File: src/rtl/cmp_timer_pkg.sv
package cmp_timer_pkg;

  typedef enum logic [1:0] {
    MODE_FREE  = 2'd0,
    MODE_PWM_A = 2'd1,
    MODE_CTC   = 2'd2,
    MODE_PWM_B = 2'd3
  } timerMode_e;

  typedef enum logic [1:0] {
    ACT_OFF    = 2'd0,
    ACT_TOGGLE = 2'd1,
    ACT_CLEAR  = 2'd2,
    ACT_SET    = 2'd3
  } waveAct_e;

  localparam int NUM_FLAGS = 2;
  localparam int FLAG_OVF  = 0;
  localparam int FLAG_CMP  = 1;

  typedef struct packed {
    logic                 load;
    logic                 clear;
    logic                 incr;
    logic                 cmpLoad;
    logic [NUM_FLAGS-1:0] flagSet;
    logic [NUM_FLAGS-1:0] flagClr;
    logic                 waveSet;
    logic                 waveClr;
    logic                 waveTgl;
    logic                 waveDrive;
  } timerStrobe_t;

endpackage

File: src/rtl/cmpTimerCtrl.sv
module cmpTimerCtrl
  import cmp_timer_pkg::*;
#(
  parameter int WIDTH = 8
) (
  input  logic                 clk,
  input  logic                 rstN,
  input  logic                 tick,
  input  logic [1:0]           modeSel,
  input  logic [1:0]           actSel,
  input  logic                 cntWrEn,
  input  logic                 cmpWrEn,
  input  logic                 flagWrEn,
  input  logic [NUM_FLAGS-1:0] flagWrData,
  input  logic                 ovfAck,
  input  logic                 cmpAck,
  input  logic [WIDTH-1:0]     countQ,
  input  logic [WIDTH-1:0]     compareQ,
  output timerStrobe_t         strb
);

  localparam logic [WIDTH-1:0] MAX_COUNT = {WIDTH{1'b1}};

  timerMode_e mode;
  waveAct_e   act;
  logic       liveTick;
  logic       isMatch;
  logic       isTop;
  logic       ctcMode;

  assign mode     = timerMode_e'(modeSel);
  assign act      = waveAct_e'(actSel);
  assign ctcMode  = (mode == MODE_CTC);
  assign liveTick = tick && !cntWrEn;
  assign isMatch  = liveTick && (countQ == compareQ);
  assign isTop    = liveTick && (countQ == MAX_COUNT);

  always_comb begin
    strb                   = '0;
    strb.load              = cntWrEn;
    strb.clear             = isMatch && ctcMode;
    strb.incr              = liveTick && !(isMatch && ctcMode);
    strb.cmpLoad           = cmpWrEn;
    strb.flagSet[FLAG_OVF] = isTop;
    strb.flagSet[FLAG_CMP] = isMatch;
    strb.flagClr[FLAG_OVF] = ovfAck || (flagWrEn && flagWrData[FLAG_OVF]);
    strb.flagClr[FLAG_CMP] = cmpAck || (flagWrEn && flagWrData[FLAG_CMP]);
    strb.waveDrive         = (act != ACT_OFF);
    unique case (act)
      ACT_TOGGLE: strb.waveTgl = isMatch;
      ACT_CLEAR:  strb.waveClr = isMatch;
      ACT_SET:    strb.waveSet = isMatch;
      default:    ;
    endcase
  end


  count_strobe_excl_chk: assert property (@(posedge clk) disable iff (!rstN)
    $onehot0({strb.load, strb.clear, strb.incr}));


  load_blocks_match_chk: assert property (@(posedge clk) disable iff (!rstN)
    cntWrEn |-> (strb.flagSet == '0 && !strb.waveTgl && !strb.waveSet && !strb.waveClr));


  ctc_clear_chk: assert property (@(posedge clk) disable iff (!rstN)
    (tick && !cntWrEn && modeSel == 2'd2 && countQ == compareQ) |-> strb.clear);

endmodule

File: src/rtl/cmpTimerDatapath.sv
module cmpTimerDatapath
  import cmp_timer_pkg::*;
#(
  parameter int WIDTH = 8
) (
  input  logic                 clk,
  input  logic                 rstN,
  input  timerStrobe_t         strb,
  input  logic [WIDTH-1:0]     cntWrData,
  input  logic [WIDTH-1:0]     cmpWrData,
  output logic [WIDTH-1:0]     countQ,
  output logic [WIDTH-1:0]     compareQ,
  output logic [NUM_FLAGS-1:0] flagQ,
  output logic                 waveOut
);

  localparam logic [WIDTH-1:0] RESET_CMP = {WIDTH{1'b1}};
  localparam logic [WIDTH-1:0] ONE       = {{(WIDTH-1){1'b0}}, 1'b1};

  logic waveQ;

  always_ff @(posedge clk) begin
    if (!rstN) begin
      countQ <= '0;
    end else if (strb.load) begin
      countQ <= cntWrData;
    end else if (strb.clear) begin
      countQ <= '0;
    end else if (strb.incr) begin
      countQ <= countQ + ONE;
    end
  end

  always_ff @(posedge clk) begin
    if (!rstN) begin
      compareQ <= RESET_CMP;
    end else if (strb.cmpLoad) begin
      compareQ <= cmpWrData;
    end
  end

  for (genvar f = 0; f < NUM_FLAGS; f++) begin : gFlag
    always_ff @(posedge clk) begin
      if (!rstN) begin
        flagQ[f] <= 1'b0;
      end else if (strb.flagSet[f]) begin
        flagQ[f] <= 1'b1;
      end else if (strb.flagClr[f]) begin
        flagQ[f] <= 1'b0;
      end
    end


    flag_clear_chk: assert property (@(posedge clk) disable iff (!rstN)
      (strb.flagClr[f] && !strb.flagSet[f]) |=> !flagQ[f]);


    flag_sticky_chk: assert property (@(posedge clk) disable iff (!rstN)
      (flagQ[f] && !strb.flagClr[f]) |=> flagQ[f]);
  end

  always_ff @(posedge clk) begin
    if (!rstN) begin
      waveQ <= 1'b0;
    end else if (strb.waveSet) begin
      waveQ <= 1'b1;
    end else if (strb.waveClr) begin
      waveQ <= 1'b0;
    end else if (strb.waveTgl) begin
      waveQ <= !waveQ;
    end
  end

  assign waveOut = strb.waveDrive ? waveQ : 1'b0;


  incr_step_chk: assert property (@(posedge clk) disable iff (!rstN)
    strb.incr |=> countQ == WIDTH'($past(countQ) + ONE));


  load_value_chk: assert property (@(posedge clk) disable iff (!rstN)
    strb.load |=> countQ == $past(cntWrData));


  clear_zero_chk: assert property (@(posedge clk) disable iff (!rstN)
    strb.clear |=> countQ == '0);


  wave_off_chk: assert property (@(posedge clk) disable iff (!rstN)
    !strb.waveDrive |-> !waveOut);

endmodule

File: src/rtl/cmpTimer.sv
module cmpTimer
  import cmp_timer_pkg::*;
#(
  parameter int WIDTH = 8
) (
  input  logic             clk,
  input  logic             rstN,
  input  logic             tick,
  input  logic [1:0]       modeSel,
  input  logic [1:0]       actSel,
  input  logic             cntWrEn,
  input  logic [WIDTH-1:0] cntWrData,
  input  logic             cmpWrEn,
  input  logic [WIDTH-1:0] cmpWrData,
  input  logic             flagWrEn,
  input  logic [1:0]       flagWrData,
  input  logic             ovfAck,
  input  logic             cmpAck,
  output logic [WIDTH-1:0] count,
  output logic [WIDTH-1:0] compare,
  output logic             ovfFlag,
  output logic             cmpFlag,
  output logic             waveOut
);

  timerStrobe_t         strb;
  logic [NUM_FLAGS-1:0] flagQ;

  cmpTimerCtrl #(.WIDTH(WIDTH)) uCtrl (
    .clk        (clk),
    .rstN       (rstN),
    .tick       (tick),
    .modeSel    (modeSel),
    .actSel     (actSel),
    .cntWrEn    (cntWrEn),
    .cmpWrEn    (cmpWrEn),
    .flagWrEn   (flagWrEn),
    .flagWrData (flagWrData),
    .ovfAck     (ovfAck),
    .cmpAck     (cmpAck),
    .countQ     (count),
    .compareQ   (compare),
    .strb       (strb)
  );

  cmpTimerDatapath #(.WIDTH(WIDTH)) uDp (
    .clk       (clk),
    .rstN      (rstN),
    .strb      (strb),
    .cntWrData (cntWrData),
    .cmpWrData (cmpWrData),
    .countQ    (count),
    .compareQ  (compare),
    .flagQ     (flagQ),
    .waveOut   (waveOut)
  );

  assign ovfFlag = flagQ[FLAG_OVF];
  assign cmpFlag = flagQ[FLAG_CMP];

endmodule

File: config.mk
export PLATFORM = sky130hd
export DESIGN_NAME = cmpTimer
export DESIGN_NICKNAME = d
export VERILOG_FILES = /design/src/rtl/cmp_timer_pkg.sv /design/src/rtl/cmpTimerCtrl.sv /design/src/rtl/cmpTimerDatapath.sv /design/src/rtl/cmpTimer.sv
export SDC_FILE = /design/constraint.sdc
export NUM_CORES = 1
export LEC_CHECK = 0
export ABC_AREA = 0
export BUFFER_PORTS_ARGS = -buffer_cell sky130_fd_sc_hd__buf_2
export CAP_MARGIN = 5
export CORE_AREA = 2 2 40 78
export CTS_CLUSTER_SIZE = 12
export DETAILED_ROUTE_END_ITERATION = 8
export DIE_AREA = 0 0 42 80
export PLACE_DENSITY = 0.72
export SYNTH_ARGS = -nofsm -noshare
export SYNTH_HDL_FRONTEND = slang
export SYNTH_HIERARCHICAL = 1
export SYNTH_SLANG_ARGS = --single-unit
File: constraint.sdc
create_clock -name clk -period 2.41 [get_ports clk]
set_input_delay 0.241 -clock clk [delete_from_list [all_inputs] [get_ports clk]]
set_output_delay 0.241 -clock clk [all_outputs]
set_load 0.1 [all_outputs]
Word-level counts from Yosys, hierarchy flattened

Cells that the tools add are included.

Output and inout port bits: 19
Logic and storage cells: 43
Input bits: 30
Register bits after elaboration: 19

Eq/ne operators: 6
Reduce and logical (&&, ||, !) cells: 17
Muxes and demuxes: 14
Add/sub/neg operators: 1

Operator list:

| kind                                                 | number |
|---|---|
| two-way mux 8 bit                                    | 3 |
| two-way mux 1 bit                                    | 11 |
| adder 8 x 1 -> 8 bit (second input constant)         | 1 |
| equality test 8 bit                                  | 1 |
| equality test 8 bit (second input constant)          | 1 |
| logical AND 1 bit                                    | 7 |
| equality test 2 bit (second input constant)          | 3 |
| nonzero test 2 bit                                   | 3 |
| nonzero test 3 bit                                   | 2 |
| zero test 1 bit                                      | 3 |
| equality test 2 x 1 -> 1 bit (second input constant) | 1 |
| logical OR 1 bit                                     | 2 |

Longest topological paths before layout

Depth after elaboration: 9
Gate-level depth with buffers: 8
Gate-level depth less buffers: 7

Hierarchy

The synthesis kept the hierarchy.

By module, submodules not included:

| module           | times used | cells an instance | area an instance (sq um) | seq. area each (sq um) |
|---|---|---|---|---|
| cmpTimerDatapath | 1          | 98                | 889.6                    | 380.4 |
| cmpTimerCtrl     | 1          | 31                | 226.5                    | 0.0 |

Least setup slack after synthesis

OpenSTA, ideal clock, no wires.

Path kind: flip-flop to flip-flop
Start point: register uDp.countQ[3]
End point: register uDp.countQ[4]
Arrival time: 3.048 ns
Buffers on the path: 1
Period minus slack after synthesis: 3.144 ns
Path slack: -0.734 ns
Stages on the path, launching flop included: 9
Cells stage by stage: dfxtp_1 xor2_1 a2111o_1 nor4_1 nor2_1 buf_2 nand4_1 o21ai_0 a221oi_1

RTL lines:

| what                   | RTL line               | RTL |
|---|---|---|
| from (decl)            | cmpTimerDatapath.sv:11 | `output logic [WIDTH-1:0] countQ,` |
| from (signal assigned) | cmpTimerDatapath.sv:26 | `countQ <= cntWrData;` |
| from (signal assigned) | cmpTimerDatapath.sv:30 | `countQ <= countQ + ONE;` |

==> run_results.csv <==
group,metric,value,unit
detailed_routing,wl_per_cell,14.2,um
sta,rsz0062_at_grt,"no",
detailed_routing,routed_via_density,5.61,
clocking,cts_hold_buf,0,
die,core,2740,um^2
yosys,ys_seq_area_frac,0.341,
worst_setup_path,slowest_stage,"nor2_1",
clocking,cts_setup_buffers,0,
yosys,syn-instance-count,129,
worst_setup_path,critPathMaxFanout,9,
worst_setup_path,crit_type,"reg2reg",
sta,setup_viol,0,
die,ios,49,
detailed_routing,vias,1134,
worst_setup_path,worstPathArrival,2.51,ns
layout,final_common_cell,"buf_2",
sta,setup-tns-final,0,ns
placed_design,dp_hpwl,2220,um
layout,antenna_cells,0,
placed_design,gp_congestion,0.827,
layout,multiInputGateArea,678,um^2
die,row_count,27,
detailed_routing,drc,0,
sta,final-hold-violation-count,0,
global_routing,grt.overflow.total,0,
sta,finalCritPeriodShare,0.963,
power,leakagePower,0.654,nW
sta,relSlewSlack,0.578,
die,initial_core_util,0.408,
worst_setup_path,worst_setup_path_end_kind,"flop",
layout,ff_latch_area,410,um^2
worst_setup_path,cp_cell_sequence,"inv_1, o221ai_1, nor4_4, nor2_1, nand4_1, or3_1, nand3_1",
layout,drive_above_1_share,0.422,
clocking,clk_path_buf_depth,2,
yosys,synth_edf_count,0,
yosys,ys_seq_elements,19,
power,irDropWorstVdd,0.341,mV
job,max_cap_viol_count,0,
global_routing,antenna_found_initial,0,
yosys,synth_cell_types,42,
worst_setup_path,cp_top_family,"simple AND/OR/NAND/NOR gates",
detailed_routing,route.antenna.remaining_nets,0,
die,dieArea,3360,um^2
detailed_routing,drt_iter0_drc,51,
clocking,tritoncts,"done",
global_routing,grt_usage,0.184,
yosys,synth_warnings,6,
worst_setup_path,cp-start-kind,"flop",
clocking,cts_buffers,3,
sta,fmax,431,MHz
die,die_x,42,um
sta,whs,0.201,ns
global_routing,grt_pass1_vias,1146,
layout,fillers,265,
worst_setup_path,crit_path_start,"uDp/countQ[5]$_SDFFE_PN0P_",
global_routing,grt_max_degree,25,
worst_setup_path,crit_required,2.60,ns
yosys,avgSynthCellArea,8.65,um^2
clocking,clkTransAtPathRegs,0.07,ns
die,die_h,80,um
yosys,synth_area,1120,um^2
global_routing,grt_first_pass_wirelength,4950,um
sta,worst_slack,0.0892,ns
sta,fin_skew,0.000793,ns
sta,slew_violations,0,
clocking,root_buffer,"clkbuf_8",
clocking,worst_skew_pair.late_latency,0.25,ns
worst_setup_path,r2r_start,"uDp/countQ[5]$_SDFFE_PN0P_",
yosys,async_flop_share,0,
detailed_routing,drt-pass1-iter-count,5,
sta,fin_crit,2.32,ns
yosys,ys.flop_type,"dfxtp_1",
worst_setup_path,cp.buffers_inverters,1,
clocking,cts_resized,0,
layout,areaGrowthSynthToFinish,28.7,%
sta,worstMarginPinSlew,0.630,ns
yosys,syn_nets,160,
outcome,outcome,"finished clean",
worst_setup_path,cpPeakStageDelay,0.50,ns
layout,nets,205,
detailed_routing,wirelength,2880,um
clocking,numClockSinks,19,
min_path,hold_start,"cmpWrData[2]",
layout,layout_common_cells,"buf_2, nand2_1, dfxtp_2, nand3_1, mux2i_1",
placed_design,numPortBuffers,48,
min_path,hold_path.class,"in2reg",
clocking,htreeDepth,1,
placed_design,pre_cts_ws,0.173,ns
power,powerDensity,552,nW/um^2
[sequential cells by signal (all words and copies together) (netlist names)]
signal,cells
uDp/waveQ,1
uDp/flagQ,2
uDp/countQ,8
uDp/compareQ,8
[layer usage]
layer / up-vias / part of all wire / global-route usage
met5: - / 0 / 0
met1: 513 / 0.37 / 0.203
met2: 55 / 0.55 / 0.339
met4: 0 / 0.015 / 0.0871
li1: 562 / - / -
met3: 4 / 0.064 / 0.0181
[cell type report]
| type | instances | share of cell area |
|---|---|---|
| timing repair buffer | 50 | 0.178 |
| tap | 29 | 0.0253 |
| sequential | 19 | 0.286 |
| multi-input combinational | 97 | 0.472 |
| clock buffer | 4 | 0.0314 |
| inverter | 3 | 0.00784 |
[metrics by stage]
step                utilization  cell area [um^2]  total power [mW]  cells
floorplan                     -              1160             0.533    129
global placement          0.508              1390             0.581    198
detailed placement        0.508              1390             0.585    198
CTS                       0.525              1440             0.801    202
global route              0.525              1440             0.825    202
finish                    0.525              1440             0.793    202
[tightest hold or removal path: stages]
cell and delay [ns]:
buf_2 0.07, mux2i_1 0.05, nand2_1 0.05
[cells by family (layout without fill, tap and decap cells)]
family          count (synthesis)  after routing  synth area share
buf+inv                        13             57            0.0650
simple gates                   54             54             0.268
mux                             9              9            0.0818
compound gates                 25             25             0.170
flops                          19             19             0.341
fa+ha+maj                       1              1            0.0112
xor+xnor                        8              8            0.0628
[synth_stat cells (3+ instances only)]
master / n / area share
a21oi_1: 3 / 0.013
buf_4: 4 / 0.027
clkbuf_1: 4 / 0.013
dfxtp_1: 19 / 0.34
inv_1: 3 / 0.010
mux2i_1: 8 / 0.072
nand2_1: 12 / 0.040
nand3_1: 11 / 0.049
nand4_1: 5 / 0.028
nor2_1: 5 / 0.017
nor2b_1: 5 / 0.028
o21a_1: 3 / 0.020
xnor2_1: 5 / 0.039
xor2_1: 3 / 0.024
[final timing paths]
path                                                endpoint  slack [ns]  cells after the start
worst max-delay path              uDp/countQ[6]$_SDFFE_PN0P_        0.09                      7
worst min-delay path            uDp/compareQ[2]$_SDFFE_PN1P_        0.20                      3
worst max register to register    uDp/countQ[6]$_SDFFE_PN0P_        0.09                      7
worst min register to register  uDp/compareQ[2]$_SDFFE_PN1P_        0.49                      2
[report_power, final]
part	leakage [nW]	internal (mW)	total, mW	switching [mW]
Combinational	0.474	0.0610	0.224	0.163
Sequential	0.158	0.330	0.354	0.0240
Clock	0.0228	0.117	0.216	0.0984
Total	0.654	0.508	0.793	0.285
Power figures use the tool's default switching activity.
